File: src/rtl/brslot_pkg.sv
package brslot_pkg;
  typedef enum logic [3:0] {
    K_NONE, K_BT, K_BF, K_BTS, K_BFS, K_BRA, K_BSR,
    K_BRAF, K_BSRF, K_JMP, K_JSR, K_RTS, K_RTE
  } br_kind_e;
endpackage

File: src/rtl/brslot_decode.sv
module brslot_decode
  import brslot_pkg::*;
(
  input  logic [15:0] instr_i,
  input  logic        t_flag_i,
  output br_kind_e    kind_o,
  output logic        branch_o,
  output logic        delayed_o,
  output logic        taken_o,
  output logic        call_o,
  output logic        illegal_o
);
  logic [3:0] hi4;
  logic [7:0] hi8, lo8;
  logic       other_bad;

  assign hi4 = instr_i[15:12];
  assign hi8 = instr_i[15:8];
  assign lo8 = instr_i[7:0];

  always_comb begin
    kind_o = K_NONE;
    if (hi4 == 4'hA)                          kind_o = K_BRA;
    else if (hi4 == 4'hB)                     kind_o = K_BSR;
    else if (hi8 == 8'h89)                    kind_o = K_BT;
    else if (hi8 == 8'h8B)                    kind_o = K_BF;
    else if (hi8 == 8'h8D)                    kind_o = K_BTS;
    else if (hi8 == 8'h8F)                    kind_o = K_BFS;
    else if (instr_i == 16'h000B)             kind_o = K_RTS;
    else if (instr_i == 16'h002B)             kind_o = K_RTE;
    else if (hi4 == 4'h0 && lo8 == 8'h23)     kind_o = K_BRAF;
    else if (hi4 == 4'h0 && lo8 == 8'h03)     kind_o = K_BSRF;
    else if (hi4 == 4'h4 && lo8 == 8'h2B)     kind_o = K_JMP;
    else if (hi4 == 4'h4 && lo8 == 8'h0B)     kind_o = K_JSR;
  end

  always_comb begin
    case (kind_o)
      K_BT, K_BTS: taken_o = t_flag_i;
      K_BF, K_BFS: taken_o = ~t_flag_i;
      K_NONE:      taken_o = 1'b0;
      default:     taken_o = 1'b1;
    endcase
  end

  assign branch_o  = (kind_o != K_NONE);
  assign delayed_o = branch_o && kind_o != K_BT && kind_o != K_BF;
  assign call_o    = (kind_o == K_BSR) || (kind_o == K_BSRF) || (kind_o == K_JSR);

  // trap, address-of, pc-relative loads, status register loads
  assign other_bad = (hi8 == 8'hC3) || (hi8 == 8'hC7) || (hi4 == 4'h9) || (hi4 == 4'hD) ||
                     (hi4 == 4'h4 && (lo8 == 8'h0E || lo8 == 8'h07));
  assign illegal_o = branch_o || other_bad;
endmodule

File: src/rtl/brslot_target.sv
module brslot_target
  import brslot_pkg::*;
#(
  parameter int AW = 32
) (
  input  br_kind_e      kind_i,
  input  logic [11:0]   disp_i,
  input  logic [AW-1:0] pc_i,
  input  logic [AW-1:0] reg_val_i,
  input  logic [AW-1:0] ret_addr_i,
  input  logic [AW-1:0] exc_pc_i,
  output logic [AW-1:0] target_o,
  output logic [AW-1:0] link_o
);
  localparam int D12 = 12;
  localparam int D8  = 8;

  logic [AW-1:0] pc4, off12, off8;

  assign pc4   = pc_i + AW'(4);
  assign off12 = {{(AW-D12-1){disp_i[D12-1]}}, disp_i[D12-1:0], 1'b0};
  assign off8  = {{(AW-D8-1){disp_i[D8-1]}}, disp_i[D8-1:0], 1'b0};
  assign link_o = pc4;

  always_comb begin
    case (kind_i)
      K_BRA, K_BSR:               target_o = pc4 + off12;
      K_BT, K_BF, K_BTS, K_BFS:   target_o = pc4 + off8;
      K_BRAF, K_BSRF:             target_o = pc4 + reg_val_i;
      K_JMP, K_JSR:               target_o = reg_val_i;
      K_RTS:                      target_o = ret_addr_i;
      K_RTE:                      target_o = exc_pc_i;
      default:                    target_o = pc4;
    endcase
  end
endmodule

File: src/rtl/brslot_seq.sv
module brslot_seq #(
  parameter int AW = 32
) (
  input  logic          clk_i,
  input  logic          rst_ni,
  input  logic          valid_i,
  input  logic          branch_i,
  input  logic          delayed_i,
  input  logic          taken_i,
  input  logic          call_i,
  input  logic          illegal_i,
  input  logic [AW-1:0] target_i,
  input  logic [AW-1:0] link_i,
  output logic          redirect_o,
  output logic [AW-1:0] target_o,
  output logic          link_we_o,
  output logic [AW-1:0] link_addr_o,
  output logic          slot_illegal_o
);
  logic          in_slot_q, pend_q;
  logic [AW-1:0] tgt_q;

  always_ff @(posedge clk_i or negedge rst_ni) begin
    if (!rst_ni) begin
      in_slot_q      <= 1'b0;
      pend_q         <= 1'b0;
      tgt_q          <= '0;
      redirect_o     <= 1'b0;
      target_o       <= '0;
      link_we_o      <= 1'b0;
      link_addr_o    <= '0;
      slot_illegal_o <= 1'b0;
    end else begin
      redirect_o     <= 1'b0;
      link_we_o      <= 1'b0;
      slot_illegal_o <= 1'b0;
      if (valid_i) begin
        if (in_slot_q) begin
          in_slot_q <= 1'b0;
          pend_q    <= 1'b0;
          if (illegal_i) begin
            slot_illegal_o <= 1'b1;
          end else if (pend_q) begin
            redirect_o <= 1'b1;
            target_o   <= tgt_q;
          end
        end else begin
          if (branch_i && taken_i && !delayed_i) begin
            redirect_o <= 1'b1;
            target_o   <= target_i;
          end
          if (delayed_i) begin
            in_slot_q <= 1'b1;
            pend_q    <= taken_i;
            tgt_q     <= target_i;
          end
          if (call_i) begin
            link_we_o   <= 1'b1;
            link_addr_o <= link_i;
          end
        end
      end
    end
  end

  a_r9_fault_blocks_redirect: assert property (@(posedge clk_i) disable iff (!rst_ni)
    slot_illegal_o |-> !redirect_o);
  a_r9_fault_single_cycle: assert property (@(posedge clk_i) disable iff (!rst_ni)
    slot_illegal_o |=> !slot_illegal_o);
  a_r4_redirect_after_slot: assert property (@(posedge clk_i) disable iff (!rst_ni)
    (valid_i && in_slot_q && pend_q && !illegal_i) |=> (redirect_o && target_o == $past(tgt_q)));
  a_r10_stall_quiet: assert property (@(posedge clk_i) disable iff (!rst_ni)
    !valid_i |=> (!redirect_o && !link_we_o && !slot_illegal_o && $stable(in_slot_q)));
  a_r8_call_links: assert property (@(posedge clk_i) disable iff (!rst_ni)
    (valid_i && !in_slot_q && call_i) |=> (link_we_o && link_addr_o == $past(link_i)));
endmodule

File: src/rtl/branch_slot_ctrl.sv
module branch_slot_ctrl
  import brslot_pkg::*;
#(
  parameter int AW = 32
) (
  input  logic          clk_i,
  input  logic          rst_ni,
  input  logic          valid_i,
  input  logic [15:0]   instr_i,
  input  logic [AW-1:0] pc_i,
  input  logic          t_flag_i,
  input  logic [AW-1:0] reg_val_i,
  input  logic [AW-1:0] ret_addr_i,
  input  logic [AW-1:0] exc_pc_i,
  output logic          redirect_o,
  output logic [AW-1:0] target_o,
  output logic          link_we_o,
  output logic [AW-1:0] link_addr_o,
  output logic          slot_illegal_o
);
  br_kind_e      kind;
  logic          branch, delayed, taken, call, illegal;
  logic [AW-1:0] tgt, link;

  brslot_decode i_dec (
    .instr_i   (instr_i),
    .t_flag_i  (t_flag_i),
    .kind_o    (kind),
    .branch_o  (branch),
    .delayed_o (delayed),
    .taken_o   (taken),
    .call_o    (call),
    .illegal_o (illegal)
  );

  brslot_target #(.AW(AW)) i_tgt (
    .kind_i     (kind),
    .disp_i     (instr_i[11:0]),
    .pc_i       (pc_i),
    .reg_val_i  (reg_val_i),
    .ret_addr_i (ret_addr_i),
    .exc_pc_i   (exc_pc_i),
    .target_o   (tgt),
    .link_o     (link)
  );

  brslot_seq #(.AW(AW)) i_seq (
    .clk_i          (clk_i),
    .rst_ni         (rst_ni),
    .valid_i        (valid_i),
    .branch_i       (branch),
    .delayed_i      (delayed),
    .taken_i        (taken),
    .call_i         (call),
    .illegal_i      (illegal),
    .target_i       (tgt),
    .link_i         (link),
    .redirect_o     (redirect_o),
    .target_o       (target_o),
    .link_we_o      (link_we_o),
    .link_addr_o    (link_addr_o),
    .slot_illegal_o (slot_illegal_o)
  );
endmodule

File: config.mk
export PLATFORM = sky130hd
export DESIGN_NAME = branch_slot_ctrl
export DESIGN_NICKNAME = d
export VERILOG_FILES = /design/src/rtl/brslot_pkg.sv /design/src/rtl/brslot_decode.sv /design/src/rtl/brslot_target.sv /design/src/rtl/brslot_seq.sv /design/src/rtl/branch_slot_ctrl.sv
export SDC_FILE = /design/constraint.sdc
export NUM_CORES = 1
export LEC_CHECK = 0
export BUFFER_PORTS_ARGS = -buffer_cell sky130_fd_sc_hd__buf_4
export CAP_MARGIN = 30
export CORE_MARGIN = 3
export CORE_UTILIZATION = 53
export DETAILED_ROUTE_END_ITERATION = 16
export PLACE_DENSITY = 0.76
export SYNTH_ARGS = -nofsm -noshare
export SYNTH_HDL_FRONTEND = slang
export SYNTH_SLANG_ARGS = --single-unit
File: constraint.sdc
create_clock -name clk_i -period 1.9 [get_ports clk_i]
set_input_delay 0.19 -clock clk_i [delete_from_list [all_inputs] [get_ports clk_i]]
set_output_delay 0.19 -clock clk_i [all_outputs]
set_load 0.005 [all_outputs]
==> key figures, run 1 <==
Status
  • Outcome: stopped before the end
  • Failing step: 4_1_cts
  • First Err: [ERROR DPL-0038] Utilization greater than 100%, impossible to legalize

Clocking
  • H-tree levels: 3
  • Max clock buf depth: 2
  • TritonCTS buffer count: 9
  • Setup Fix Bufs, Post-CTS: 82
  • Clock Tree Root: clkbuf_16
  • CTS resizes: 328
  • CTS Hold Bufs: 1
  • Clock sink count: 101

Yosys
  • Top_reg_cell synth: dfrtp_1
  • Most frequent cell after synthesis: nand2_1
  • Cell count after synthesis: 1,191
  • Yosys warning count: 0
  • Synth async-reset ratio: 1.000
  • Yosys reg bits: 101
  • Post-Syn Area: 9701 sq um
  • Yosys top cell by area: dfrtp_1
  • Syn nets: 1,403
  • Commonest cells in the netlist: nand2_1 (153), dfrtp_1 (101), a21oi_1 (97)
  • Synth cell types: 90
  • Sequential element share of the synthesized area: 0.2605
  • Area share of the leading cell type in the synthesized netlist: 0.2605
  • Post-synth EDFFs: 0
  • Avg Synthesized Cell Area: 8.145 sq um
  • Top cells by area, synth: dfrtp_1 (26%), ha_1 (8.0%), nand2_1 (5.9%)

Placed design
  • Port buffer count: 214
  • HPWL Detailed: 34,840 microns
  • Routability congestion estimate: 1.061

Floorplan
  • Die width: 141.3 microns
  • Die height: 141.3 microns
  • I/O pins: 215
  • Starting Density: 0.5513
  • Core Rows: 48
-- metrics by stage --
step | cell area [sq um] | cells | hold slack, ns | setup WS (ns)
2_1_floorplan | 10380 | 1191 | -0.1056 | -1.374
3_3_place_gp | 15010 | 1974 | 0.2841 | -1.838
3_5_place_dp | 15010 | 1974 | 0.2919 | -2.027
-- cell families after synthesis --
group,after synthesis,share of synthesized area
compound gates,376,0.2624
xor+xnor,72,0.06501
fa+ha+maj,64,0.08410
buf+inv,98,0.04269
flops,101,0.2605
mux,67,0.07223
simple gates,413,0.2131
==> run 2: changes to the inputs <==
--- a/config.mk
+++ b/config.mk
@@ -8,9 +8,9 @@
 export BUFFER_PORTS_ARGS = -buffer_cell sky130_fd_sc_hd__buf_4
 export CAP_MARGIN = 30
 export CORE_MARGIN = 3
-export CORE_UTILIZATION = 53
+export CORE_UTILIZATION = 38
 export DETAILED_ROUTE_END_ITERATION = 16
-export PLACE_DENSITY = 0.76
+export PLACE_DENSITY_LB_ADDON = 0.15
 export SYNTH_ARGS = -nofsm -noshare
 export SYNTH_HDL_FRONTEND = slang
 export SYNTH_SLANG_ARGS = --single-unit
==> key figures, run 2 <==
Status
  • Outcome: complete, but fails checks
  • Failing checks: negative setup slack

Placed design
  • Routability congestion estimate: 0.9923
  • HPWL Detailed: 33,410 microns
  • Placed Instances: 2,078
  • Worst slack, placed: -2.033 ns
  • Port buffer count: 214

Global route
  • Vias in the first global route: 12,064
  • Grt total ovfl: 0
  • Largest net degree at the start of global routing: 102
  • First-pass GRT wire length: 68,090 microns
  • Initial antenna violation count: 0
  • All-layer global routing usage: 0.3088

Layout
  • Final cell count without fillers: 2,213
  • Area delta synth->final: 96.76%
  • Layout Nets: 2,096
  • Final core utilization: 0.7735
  • # diodes: 0
  • Most common cell after layout, fill and taps aside: buf_4
  • Largest regs: i_seq.link_addr_o (32), i_seq.target_o (32), i_seq.tgt_q (32)
  • Fill count: 1,676
  • Commonest cells after routing, fill and taps aside: buf_4 (615), nand2_1 (117), dfrtp_1 (101)
  • Layout cells sized above 1: 0.5961

Timing
  • Clk_skew: 0.006847 ns
  • Unrepaired setup endpoints after global routing: yes
  • Final setup fails: 99
  • Final setup margin: -1.484 ns
  • Period utilisation layout: 1.781
  • Worst hold slack: 0.1414 ns
  • Hold Fails Final Rpt: 0
  • Max-slew violation count: 0
  • Tmin final: 3.384 ns
  • Slew HR: 0.5914
  • Worst slew pin tran: 0.6129 ns
  • Peak Freq: 0.2955 GHz

Yosys
  • Yosys warning count: 0
  • Top cells by area, synth: dfrtp_1 (26%), ha_1 (8.0%), nand2_1 (5.9%)
  • Synth async-reset ratio: 1.000
  • Top_reg_cell synth: dfrtp_1
  • Area share of the leading cell type in the synthesized netlist: 0.2605
  • Most frequent cell after synthesis: nand2_1
  • Post-Syn Area: 9701 sq um
  • Yosys top cell by area: dfrtp_1
  • Synth cell types: 90
  • Sequential element share of the synthesized area: 0.2605
  • Post-synth EDFFs: 0
  • Yosys reg bits: 101
  • Commonest cells in the netlist: nand2_1 (153), dfrtp_1 (101), a21oi_1 (97)
  • Avg Synthesized Cell Area: 8.145 sq um
  • Syn nets: 1,403
  • Cell count after synthesis: 1,191

Drt
  • Vias: 12,660
  • Antenna Nets Post-Route: 0
  • Residual DRC: 0
  • First DRT Iteration DRCs: 1,193
  • Final wirelength: 48,670 microns
  • Drt pass-1 iters: 6
  • Vias per cell: 5.721
  • Drt wl/cell: 21.99 microns

Worst setup path
  • Crit path kind: in2reg
  • CP bufs+invs: 3
  • CP Data Required Time: 2.15 ns
  • Max incr delay on CP: 0.37 ns
  • Largest delay share family, worst path: compound AO/OA/AOI/OAI gates
  • Crit Path Max Fanout: 5
  • Arr. time, crit path: 3.63 ns
  • Setup crit end kind: register
  • Slowest CP cell: a221o_1
  • Critical-path cell list: buf_12 > ha_4 > and4_4 > buf_6 > nand4_1 > xor2_2 > inv_2 > ha_4 > nand3_4 > a211o_1 > a211o_1 > o2bb2a_4 > a21oi_4 > o311a_1 > mux2i_2 > nand4_1 > a221o_1
  • Crit path launch type: input port

Floorplan
  • Die ar.: 27,480 sq um
  • Core Rows: 57
  • Die height: 165.8 microns
  • Starting Density: 0.3931
  • I/O pins: 215
  • Die width: 165.8 microns
  • Core ar.: 24,680 sq um

Power and ir drop
  • Worst vdd ir: 476.6 uV
  • Overall power: 11,240 uW
  • Power density cells: 588.7 nW/um^2
  • Pleak: 0.008734 uW

Clocking
  • Clock sink count: 101
  • Max clock buf depth: 2
  • H-tree levels: 3
  • Clk_lat worst skew: 0.36 ns
  • CTS tree: yes
  • Clock Tree Root: clkbuf_16
  • Reg clk slew, reported paths: 0.08 ns
  • TritonCTS buffer count: 9

Run
  • # Max-Cap Violations: 0

Worst hold path
  • HP Class: in2reg
run 2: final cells by class:
class / instances / area [sq um] / area share
well taps: 324 / 405.4 / 0.02124
clock buffers: 10 / 229.0 / 0.01200
multi-input cells: 992 / 9365 / 0.4907
repair buffers: 734 / 6320 / 0.3311
clock inverters: 6 / 55.05 / 0.002884
flip-flops and latches: 101 / 2527 / 0.1324
repair inverters: 1 / 11.26 / 0.0005900
inverters: 45 / 173.9 / 0.009112
run 2: logic make-up after synthesis:
kind of cell / after synthesis / share of synthesized area
buf+inv: 98 / 0.04269
flops: 101 / 0.2605
simple gates: 413 / 0.2131
compound gates: 376 / 0.2624
xor+xnor: 72 / 0.06501
fa+ha+maj: 64 / 0.08410
mux: 67 / 0.07223
run 2: final timing paths:
kind | startpoint | to | slack [ns] | cells past startpoint
max | pc_i[2] | i_seq.target_o[30] | -1.48 | 17
min | valid_i | i_seq.in_slot_q | 0.14 | 3
max reg2reg | i_seq.in_slot_q | i_seq.target_o[12] | 0.15 | 10
min reg2reg | i_seq.tgt_q[16] | i_seq.tgt_q[16] | 0.48 | 2
max in group asynchronous | rst_ni | i_seq.link_addr_o[17] | 0.99 | 3
min in group asynchronous | rst_ni | i_seq.tgt_q[0] | 0.39 | 3
run 2: power breakdown:
part / internal (uW) / leakage (uW) / switching, uW
registers: 2820 / 0.00124 / 450
clock network: 917 / 0.000133 / 986
logic: 3300 / 0.00736 / 2770
total: 7030 / 0.00873 / 4200
run 2: repair_timing:
action | 4_1_cts | 5_1_grt
gates resized for setup | 275 | 248
hold endpoints to repair | 101 | 0
pin swaps | 150 | 177
setup buffers | 69 | 61
gates cloned | 6 | 8
setup endpoints to repair | 87 | 101
hold buffers | 1 | 0
run 2: routing by layer:
metal / track usage / up-vias / wire (microns)
met5: 0 / - / 0
li1: - / 5829 / -
met2: 0.4963 / 526 / 23010
met1: 0.4417 / 6208 / 21060
met3: 0.03713 / 97 / 3134
met4: 0.08282 / 0 / 1475
run 2: worst reg2reg max path, stage by stage, from the launching register on:
cell and delay, ns:
dfrtp_1 0.38, nor2b_1 0.11, buf_4 0.14, o211ai_1 0.13, nor2_4 0.24, nor2_4 0.09
buf_6 0.14, inv_8 0.07, buf_4 0.11, o311ai_2 0.10, o21a_1 0.13
run 2: stage by stage:
stage / instance area [sq um] / TNS, ns
floorplan: 10380 / -53.56
global placement: 15170 / -109.96
detailed placement: 15170 / -113.37
CTS: 17510 / -71.67
global route: 19090 / -82.76
finish: 19090 / -74.19
(Power assumes the default switching activity.)
